**src/rtl/i2c_expander_monitor.sv**
```systemverilog
module i2c_expander_monitor #(
  parameter logic [7:0] ADDR_LO = 8'h20,
  parameter logic [7:0] ADDR_HI = 8'h21,
  parameter int NUM_REGS = 4,
  parameter int OUT_REG = 1
) (
  input  logic       clk,
  input  logic       rst,
  input  logic       ev_valid,
  input  logic [2:0] ev_kind,
  input  logic [7:0] ev_byte,
  output logic       sel_valid,
  output logic [1:0] sel_index,
  output logic       val_valid,
  output logic [1:0] val_index,
  output logic [7:0] val_data,
  output logic       warn,
  output logic [7:0] port_out
);
  localparam logic [2:0] K_START = 3'd0, K_RSTART = 3'd1, K_ADRD = 3'd2,
                         K_ADWR = 3'd3, K_DWR = 3'd4, K_DRD = 3'd5, K_STOP = 3'd6;

  typedef enum logic [2:0] {S_IDLE, S_TARGET, S_POINTER, S_WRITE, S_RWAIT, S_READ} state_t;

  state_t     state;
  logic [1:0] ptr;
  logic       ptr_ok;

  wire byte_in_range = ev_byte < 8'(NUM_REGS);
  wire addr_event    = (ev_kind == K_ADRD) || (ev_kind == K_ADWR);
  wire addr_good     = (ev_byte == ADDR_LO) || (ev_byte == ADDR_HI);
  wire report_wr     = (state == S_WRITE) && (ev_kind == K_DWR);
  wire report_rd     = (state == S_READ) && (ev_kind == K_DRD);
  wire report        = ev_valid && (report_wr || report_rd);

  always_ff @(posedge clk) begin
    if (rst) begin
      state     <= S_IDLE;
      ptr       <= '0;
      ptr_ok    <= 1'b0;
      sel_valid <= 1'b0;
      sel_index <= '0;
      val_valid <= 1'b0;
      val_index <= '0;
      val_data  <= '0;
      warn      <= 1'b0;
      port_out  <= '0;
    end else begin
      sel_valid <= 1'b0;
      val_valid <= 1'b0;
      warn      <= 1'b0;
      if (report) begin
        if (ptr_ok) begin
          val_valid <= 1'b1;
          val_index <= ptr;
          val_data  <= ev_byte;
          if (report_wr && ptr == 2'(OUT_REG))
            port_out <= ev_byte;
        end else begin
          warn <= 1'b1;
        end
      end
      if (ev_valid) begin
        case (state)
          S_IDLE:
            if (ev_kind == K_START) state <= S_TARGET;
          S_TARGET:
            state <= S_POINTER;
          S_POINTER:
            if (addr_event && !addr_good) begin
              warn  <= 1'b1;
              state <= S_IDLE;
            end else if (ev_kind == K_DWR) begin
              ptr    <= ev_byte[1:0];
              ptr_ok <= byte_in_range;
              if (byte_in_range) begin
                sel_valid <= 1'b1;
                sel_index <= ev_byte[1:0];
              end
              state <= S_WRITE;
            end
          S_WRITE:
            if (ev_kind == K_RSTART) state <= S_RWAIT;
            else if (ev_kind == K_STOP) state <= S_IDLE;
          S_RWAIT:
            if (ev_kind == K_ADRD) state <= S_READ;
          S_READ:
            if (ev_kind == K_STOP) state <= S_IDLE;
          default:
            state <= S_IDLE;
        endcase
      end
    end
  end
endmodule

```
**config.mk**
```make
export PLATFORM = sky130hd
export DESIGN_NAME = i2c_expander_monitor
export DESIGN_NICKNAME = d
export VERILOG_FILES = /design/src/rtl/i2c_expander_monitor.sv
export SDC_FILE = /design/constraint.sdc
export NUM_CORES = 1
export LEC_CHECK = 0
export BUFFER_PORTS_ARGS = -buffer_cell sky130_fd_sc_hd__buf_2
export CORE_UTILIZATION = 55
export DETAILED_ROUTE_END_ITERATION = 10
export PLACE_DENSITY = 0.86
export SYNTH_ARGS = -nofsm -noshare
export SYNTH_HDL_FRONTEND = slang
export SYNTH_SLANG_ARGS = --single-unit
```
**constraint.sdc**
```tcl
create_clock -name clk -period 3 [get_ports clk]
set_input_delay 0.15 -clock clk [delete_from_list [all_inputs] [get_ports clk]]
set_output_delay 0.15 -clock clk [all_outputs]
set_load 0.005 [all_outputs]
```
# == Word level (Yosys, flattened, before mapping) ==
# Index checks and enable logic that the tools add are counted.
# word_totals
register_bits,29
memories,0
latch_bits,0
ram_bits,0
mem_bits_ro,0
in_bits,14
wordCells,65
out_inout_bits,23
# op_classes
magnitude_cmp,1
n_mux,14
n_addsub,0
n_mul,0
reduce_logical,18
div_mod_pow,0
bitwise_logic,5
shifts,0
eq_ne,17
# op_table
op,count
2-to-1 mux 3 bit,6
one-hot mux 3 bit (6 select lines),1
"equality test 8 x 6 -> 1 bit, second input constant",2
"equality test 3 bit, second input constant",5
"equality test 3 x 2 -> 1 bit, second input constant",4
"< comparator 8 x 3 -> 1 bit, second input constant",1
AND reduction 4 bit,2
2-to-1 mux 1 bit,7
"equality test 3 x 1 -> 1 bit, second input constant",2
logical NOT 3 bit,2
logical AND 1 bit,5
inverter 1 bit,5
AND reduction 5 bit,1
OR reduction 5 bit,1
"!= test 2 bit, second input constant",2
logical OR 1 bit,3
"!= test 3 bit, second input constant",1
AND reduction 3 bit,1
"equality test 2 x 1 -> 1 bit, second input constant",1
AND reduction 2 bit,1
OR reduction 2 bit,1
logical NOT 1 bit,1

# == Logic depth before layout (Yosys ltp) ==
# Gate-level depths: netlist of the first run.
# logic_depth
depth_word,8
mapped_depth,7
ltp_nobuf,4

# == Least setup slack after synthesis of the first run ==
# No wires, ideal clock.
# synth_timing
path_type,register -> register
startpoint,register state[1]
endpoint,register state[2]
path_buffers,1
t_arrival_ns,1.348
path_stages_with_launch,6
required_ns,2.879
slack_ns,1.532
cell_sequence,dfxtp_1 > buf_4 > nor3b_4 > o21ai_0 > o211ai_1 > mux2_2
# synth_via
elab_chain_cells,3
word_cells_on_any_way,11
cone_classes,eq/ne: 8; mux: 1; reduce/logical: 2
# synth_lines
item,line,source
start: declaration,25,state_t state;
start signal: assignment,38,state <= S_IDLE;
start signal: assignment,66,if (ev_kind == K_START) state <= S_TARGET;
start signal: assignment,68,state <= S_POINTER;
"equality test 3 x 2 -> 1 bit, or another cell as far along",64,case (state)
!= test 3 bit (no source line) or != test 2 bit (tied branches),n/a,
AND reduction 4 bit (no source line),n/a,
# Parallel ways exist; a longest one is shown, timed or not.
# A chain may end at the register's enable or synchronous reset.

# == Worst setup path after layout of the first run ==
# layout_timing
startpoint,register state[1]
endpoint,register val_data[6]
# layout_via
elab_chain_cells,5
word_cells_on_any_way,7
cone_classes,eq/ne: 2; reduce/logical: 5
# layout_lines
item,line,source
equality test 3 x 2 -> 1 bit or equality test 3 bit (tied branches),"32, 33",
logical AND 1 bit (on tied branches),"32, 33",
logical OR 1 bit (*),34,wire report = ev_valid && (report_wr || report_rd);
logical AND 1 bit (*),34,
AND reduction 2 bit (no source line) (*),n/a,
end signal: assignment,56,val_data <= ev_byte;
end: declaration,16,"output logic [7:0] val_data,"
# Every way passes the cells marked *; elsewhere a longest branch is shown, timed or not.

==> flow_metrics.env, run 1 <==
export IMPL_status="finished clean"
export IMPL_grt_pass1_vias=1039
export IMPL_num_vias=1234
export IMPL_pwr_density_cell_mw_per_mm2=436
export IMPL_synth_warnings=0
export IMPL_syn_inst=157
export IMPL_nNetsFinal=202
export IMPL_syn_to_final_growth_pct=12.4
export IMPL_worst_pin_slew_ns=0.817
export IMPL_routedWlPerCell_um=14.3
export IMPL_syn_avg_cell_area_sq_um=8.65
export IMPL_cap_violations=0
export IMPL_synthDistinctLibCells=39
export IMPL_synth_top_cell_area_share_pct=42.7
export IMPL_syn_area_sq_mm=0.00136
export IMPL_syn_nets=171
export IMPL_required_ns=3.27
export IMPL_drive_gt1_share_pct=24.9
export IMPL_leakage_uw=0.000631
export IMPL_seq_area_frac_synth_pct=42.7
export IMPL_grt_total_usage_pct=25.4
export IMPL_relSlewSlack_pct=45.5
export IMPL_layout_common_cells="36 x buf_2, 29 x dfxtp_1, 23 x a21oi_1, 22 x nand3_1, 14 x nand2_1"
export IMPL_die_x_um=51.7
export IMPL_gp_congestion=0.760
export IMPL_synth_edff_count=0
export IMPL_first_pass_iters=4
export IMPL_finClkSkew_ns=0.00431
export IMPL_clkTransAtPathRegs_ns=0.09
export IMPL_antenna_left=0
export IMPL_cts_buffers=5
export IMPL_fin_crit_ns=1.82
export IMPL_synth_area_leaders="dfxtp_1 43%, a21oi_1 8.5%, nand3_1 8.1%"
export IMPL_drt_wl_total_um=3100
export IMPL_hold_violations=0
export IMPL_synth_area_leader_cell="dfxtp_1"
export IMPL_cp_end_kind="register"
export IMPL_design_power_total_uw=666
export IMPL_grt_pass1_wl_um=4810
export IMPL_dp_cells=209
export IMPL_final_setup_viol_count=0
export IMPL_arrival_ns=2.08
export IMPL_rsz0062_at_grt="no"
export IMPL_max_vdd_ir_drop_v=0.000376
export IMPL_port_buffers=36
export IMPL_drt_first_iter_violations=29
export IMPL_start_util_pct=59.7
export IMPL_hpwl_um=2170
export IMPL_antenna_found_initial=0
export IMPL_drc=0
export IMPL_viasPerCell=5.69
export IMPL_core_sq_mm=0.00228
export IMPL_grt_max_degree=31
export IMPL_cts_hold_buf=0
export IMPL_antennaDiodeCount=0
export IMPL_ys_seq_elements=29
export IMPL_max_freq_ghz=0.551
export IMPL_period_share_pct=60.5
export IMPL_path_max_fanout=11
export IMPL_hp_class="input port to register"
export IMPL_htree_levels=2
export IMPL_worstSetupPathType="register to register"
export IMPL_worstSetupStartpointType="register"
export IMPL_dieHeight_um=51.7
export IMPL_instances_no_fill=217
export IMPL_clk_latency_ns=0.33
export IMPL_ys_flop_type="dfxtp_1"
export IMPL_final_common_cell="buf_2"
export IMPL_root_buffer="clkbuf_4"
export IMPL_cts_resized_gates=0
export IMPL_rows=17
export IMPL_clk_path_buf_depth=2
export IMPL_io_pins=37
export IMPL_cts_tree="built"
export IMPL_tns_ns=0
export IMPL_async_flop_share_pct=0
export IMPL_hold_ws_ns=0.0810
export IMPL_drv_slew=0
export IMPL_dieArea_sq_mm=0.00267
export IMPL_postCtsSetupRepairBufs=0
export IMPL_grt_overflow_total=0
export IMPL_cts_sinks=29
-- registers in the layout, indices dropped and copies added (netlist names) --
name,cells
port_out,8
ptr,2
val_index,2
sel_valid,1
state,3
val_data,8
val_valid,1
warn,1
ptr_ok,1
sel_index,2
-- report_power, final --
group | internal (uW) | switching [uW] | total [uW]
Sequential | 387 | 4.84 | 392
Combinational | 19.9 | 31.2 | 51.2
Clock | 93.1 | 130 | 223
-- path summary, 6_finish.rpt --
| kind | start | end | slack [ns] | depth (start not counted) |
|---|---|---|---|---|
| worst max-delay path | state[1]$_SDFFE_PP0P_ | val_data[6]$_SDFFE_PP0P_ | 1.18 | 4 |
| worst min-delay path | ev_byte[7] | val_data[7]$_SDFFE_PP0P_ | 0.08 | 3 |
| worst max register to register | state[1]$_SDFFE_PP0P_ | val_data[6]$_SDFFE_PP0P_ | 1.18 | 4 |
| worst min register to register | val_data[7]$_SDFFE_PP0P_ | val_data[7]$_SDFFE_PP0P_ | 0.45 | 2 |
-- cells by family after synthesis --
logic type / after synthesis / synth area share [%]
AO/OA/AOI/OAI: 46 / 19.4
AND/OR/NAND/NOR: 65 / 27.6
buffers and inverters: 13 / 7.27
multiplexers: 3 / 2.30
XOR/XNOR: 1 / 0.645
flip-flops: 29 / 42.7
-- synth_stat cells (3+ instances only) --
library cell and number:
a21oi_1 23, buf_6 3, clkbuf_1 3, dfxtp_1 29, nand2_1 14, nand2b_1 4, nand3_1 22, nor2_1 7
o21ai_0 13
-- cell type report --
type	count	area, sq um
fillers	195	748
well taps	28	35.0
flip-flops and latches	29	581
repair buffers	36	180
inverters	1	3.75
multi-input cells	115	679
clock buffers	8	48.8
-- stage by stage --
stage	util, %	worst slack (ns)	cell area [sq um]
2_1_floorplan	-	1.53	1360
6_report	67.1	1.18	1530
3_3_place_gp	65.0	1.26	1480
5_1_grt	67.1	0.968	1530
3_5_place_dp	65.0	1.22	1480
4_1_cts	67.1	1.19	1530
-- critical path, cell delays in order (launching register included) --
cell	delay, ns
dfxtp_1	0.50
and3b_1	0.26
o2111ai_1	0.69
nand2_1	0.13
a21oi_1	0.16
-- routing by layer --
metal | GRT usage (%) | share of wire, % | vias to the layer above
met1 | 30.9 | 46 | 569
met4 | 9.91 | 1.5 | 0
met2 | 40.3 | 47 | 30
met5 | 0 | 0 | -
li1 | - | - | 628
met3 | 9.65 | 4.7 | 7
(Power assumes the default switching activity.)
==> run 2, diff against run 1 <==
- CORE_UTILIZATION: 55 -> 51
- PLACE_DENSITY: 0.86 -> 0.81
- clock period: 3 -> 1.8 ns (I/O delays scaled with it)
==> run 2 against run 1 <==
Clock-buffer cell count shrank 1. Critical path depth is the same. Routed wire length up 2.5%. Core utilization fell by 2.7 points. Fmax up 12%. Combinational power rose by 80%. Die area is 7.5% higher. Clock skew rose by 0.0035 ns. Power increased by 94%. First-iteration DRC count grew 24%. Global-route usage decreased by 0.45 points. Setup slack lost 1.0 ns. Critical endpoint is now state[2]$_SDFFE_PP0P_.
==> flow_metrics.env, run 2 (synthesized netlist as in run 1, its figures left out) <==
export IMPL_hold_violations=0
export IMPL_final_common_cell="buf_2"
export IMPL_multi_input_area_sq_um=679
export IMPL_dpl_cell_area_sq_mm=0.00153
export IMPL_dieArea_sq_mm=0.00287
export IMPL_max_vdd_ir_drop_v=0.000741
export IMPL_rsz0062_at_grt="no"
export IMPL_reg_top3="port_out x8, val_data x8, state x3"
export IMPL_drt_first_iter_violations=36
export IMPL_antennaDiodeCount=0
export IMPL_routedWlPerCell_um=14.1
export IMPL_layout_common_cells="36 x buf_2, 29 x dfxtp_1, 23 x a21oi_1, 22 x nand3_1, 14 x nand2_1"
export IMPL_io_pins=37
export IMPL_nNetsFinal=208
export IMPL_cts_resized_gates=0
export IMPL_fillers=213
export IMPL_pwr_density_cell_mw_per_mm2=802
export IMPL_start_util_pct=54.4
export IMPL_num_vias=1286
export IMPL_worst_path_max_delay_cell="dfxtp_1"
export IMPL_grt_pass1_vias=1154
export IMPL_first_pass_iters=4
export IMPL_rr_worst_depth=4
export IMPL_grt_overflow_total=0
export IMPL_antenna_found_initial=0
export IMPL_worstPathCellList="nor3b_4, o21ai_0, o211ai_1, mux2_2"
export IMPL_cts_hold_buf=0
export IMPL_period_share_pct=89.8
export IMPL_cp_end_kind="register"
export IMPL_cts_buffers=5
export IMPL_r2r_end="state[2]$_SDFFE_PP0P_"
export IMPL_worst_pin_slew_ns=0.360
export IMPL_grt_pass1_wl_um=5110
export IMPL_gp_congestion=0.787
export IMPL_hp_class="input port to register"
export IMPL_r2r_setup_slack_ns=0.18
export IMPL_rows=18
export IMPL_drive_gt1_share_pct=28.2
export IMPL_fin_ws_ns=0.183
export IMPL_cts_sinks=29
export IMPL_stdcell_area_sq_mm=0.00161
export IMPL_cp_depth=4
export IMPL_required_ns=2.01
export IMPL_status="finished clean"
export IMPL_hpwl_um=2310
export IMPL_drt_wl_total_um=3180
export IMPL_dieHeight_um=53.6
export IMPL_cap_violations=0
export IMPL_drv_slew=0
export IMPL_worstSetupPathType="register to register"
export IMPL_fin_crit_ns=1.62
export IMPL_worstSetupStartpointType="register"
export IMPL_port_buffers=36
export IMPL_path_delay_family="flip-flops"
export IMPL_viasPerCell=5.72
export IMPL_clk_latency_ns=0.32
export IMPL_cp_endpoint="state[2]$_SDFFE_PP0P_"
export IMPL_root_buffer="clkbuf_4"
export IMPL_antenna_left=0
export IMPL_core_sq_mm=0.00250
export IMPL_clkTransAtPathRegs_ns=0.09
export IMPL_rr_startpoint="state[1]$_SDFFE_PP0P_"
export IMPL_path_buf_inv=0
export IMPL_die_x_um=53.6
export IMPL_drc=0
export IMPL_postCtsSetupRepairBufs=0
export IMPL_final_setup_viol_count=0
export IMPL_startpoint="state[1]$_SDFFE_PP0P_"
export IMPL_relSlewSlack_pct=75.9
export IMPL_grt_max_degree=29
export IMPL_tns_ns=0
export IMPL_syn_to_final_growth_pct=18.6
export IMPL_htree_levels=2
export IMPL_leakage_uw=0.000679
export IMPL_critPathMaxStageDelay_ns=0.49
export IMPL_whs_path_depth=3
export IMPL_max_freq_ghz=0.618
export IMPL_seq_area_sq_um=581
export IMPL_place_ws_ns=0.225
export IMPL_finClkSkew_ns=0.00785
export IMPL_design_power_total_uw=1290
export IMPL_grt_total_usage_pct=25.0
export IMPL_arrival_ns=1.83
export IMPL_clk_path_buf_depth=2
export IMPL_cts_tree="built"
export IMPL_path_max_fanout=10
run 2: cell count changes in the layout (fill, tap and decap cells not counted):
cell / change
clkbuf_1: -2
clkbuf_8: +1
buf_4: +6
bufinv_16: +1
run 2: area by class of cell:
class / count / area share, %
clock inverter: 1 / 1.86
sequential: 29 / 36.0
timing repair buffer: 42 / 14.0
inverter: 1 / 0.233
multi-input combinational: 115 / 42.2
clock buffer: 7 / 3.42
tap: 30 / 2.33
run 2: metal layers:
metal / track usage [%] / wire, um / vias up
li1: - / - / 638
met1: 30.5 / 1380 / 591
met2: 41.3 / 1550 / 53
met3: 8.47 / 220 / 4
met4: 7.46 / 27 / 0
met5: 0 / 0 / -
run 2: worst min path at each step:
stage | slack (ns) | from | endpoint
floorplan | 0.23 | ev_byte[0] | sel_index[0]$_SDFFE_PP0P_
global placement | 0.38 | ev_byte[6] | val_data[6]$_SDFFE_PP0P_
detailed placement | 0.39 | ev_byte[4] | val_data[4]$_SDFFE_PP0P_
CTS | 0.04 | ev_byte[4] | val_data[4]$_SDFFE_PP0P_
global route | 0.04 | ev_byte[2] | val_data[2]$_SDFFE_PP0P_
finish | 0.05 | ev_byte[4] | val_data[4]$_SDFFE_PP0P_
run 2: worst min-delay path, stage by stage:
cell     delay (ns)
buf_2          0.12
nand3_1        0.06
a21oi_1        0.05
run 2: metrics by stage:
step | hold slack [ns] | cells | utilization, %
2_1_floorplan | 0.234 | 157 | -
3_5_place_dp | 0.386 | 217 | 61.1
3_3_place_gp | 0.375 | 217 | 61.1
6_report | 0.0498 | 225 | 64.5
4_1_cts | 0.0411 | 225 | 64.5
5_1_grt | 0.0395 | 225 | 64.5
run 2: power breakdown:
group          leakage (uW)  switching (uW)  total [uW]  internal (uW)
combinational      0.000400            55.4        92.0           36.7
clock             0.0000455             216         548            332
sequential         0.000234            7.82         652            645
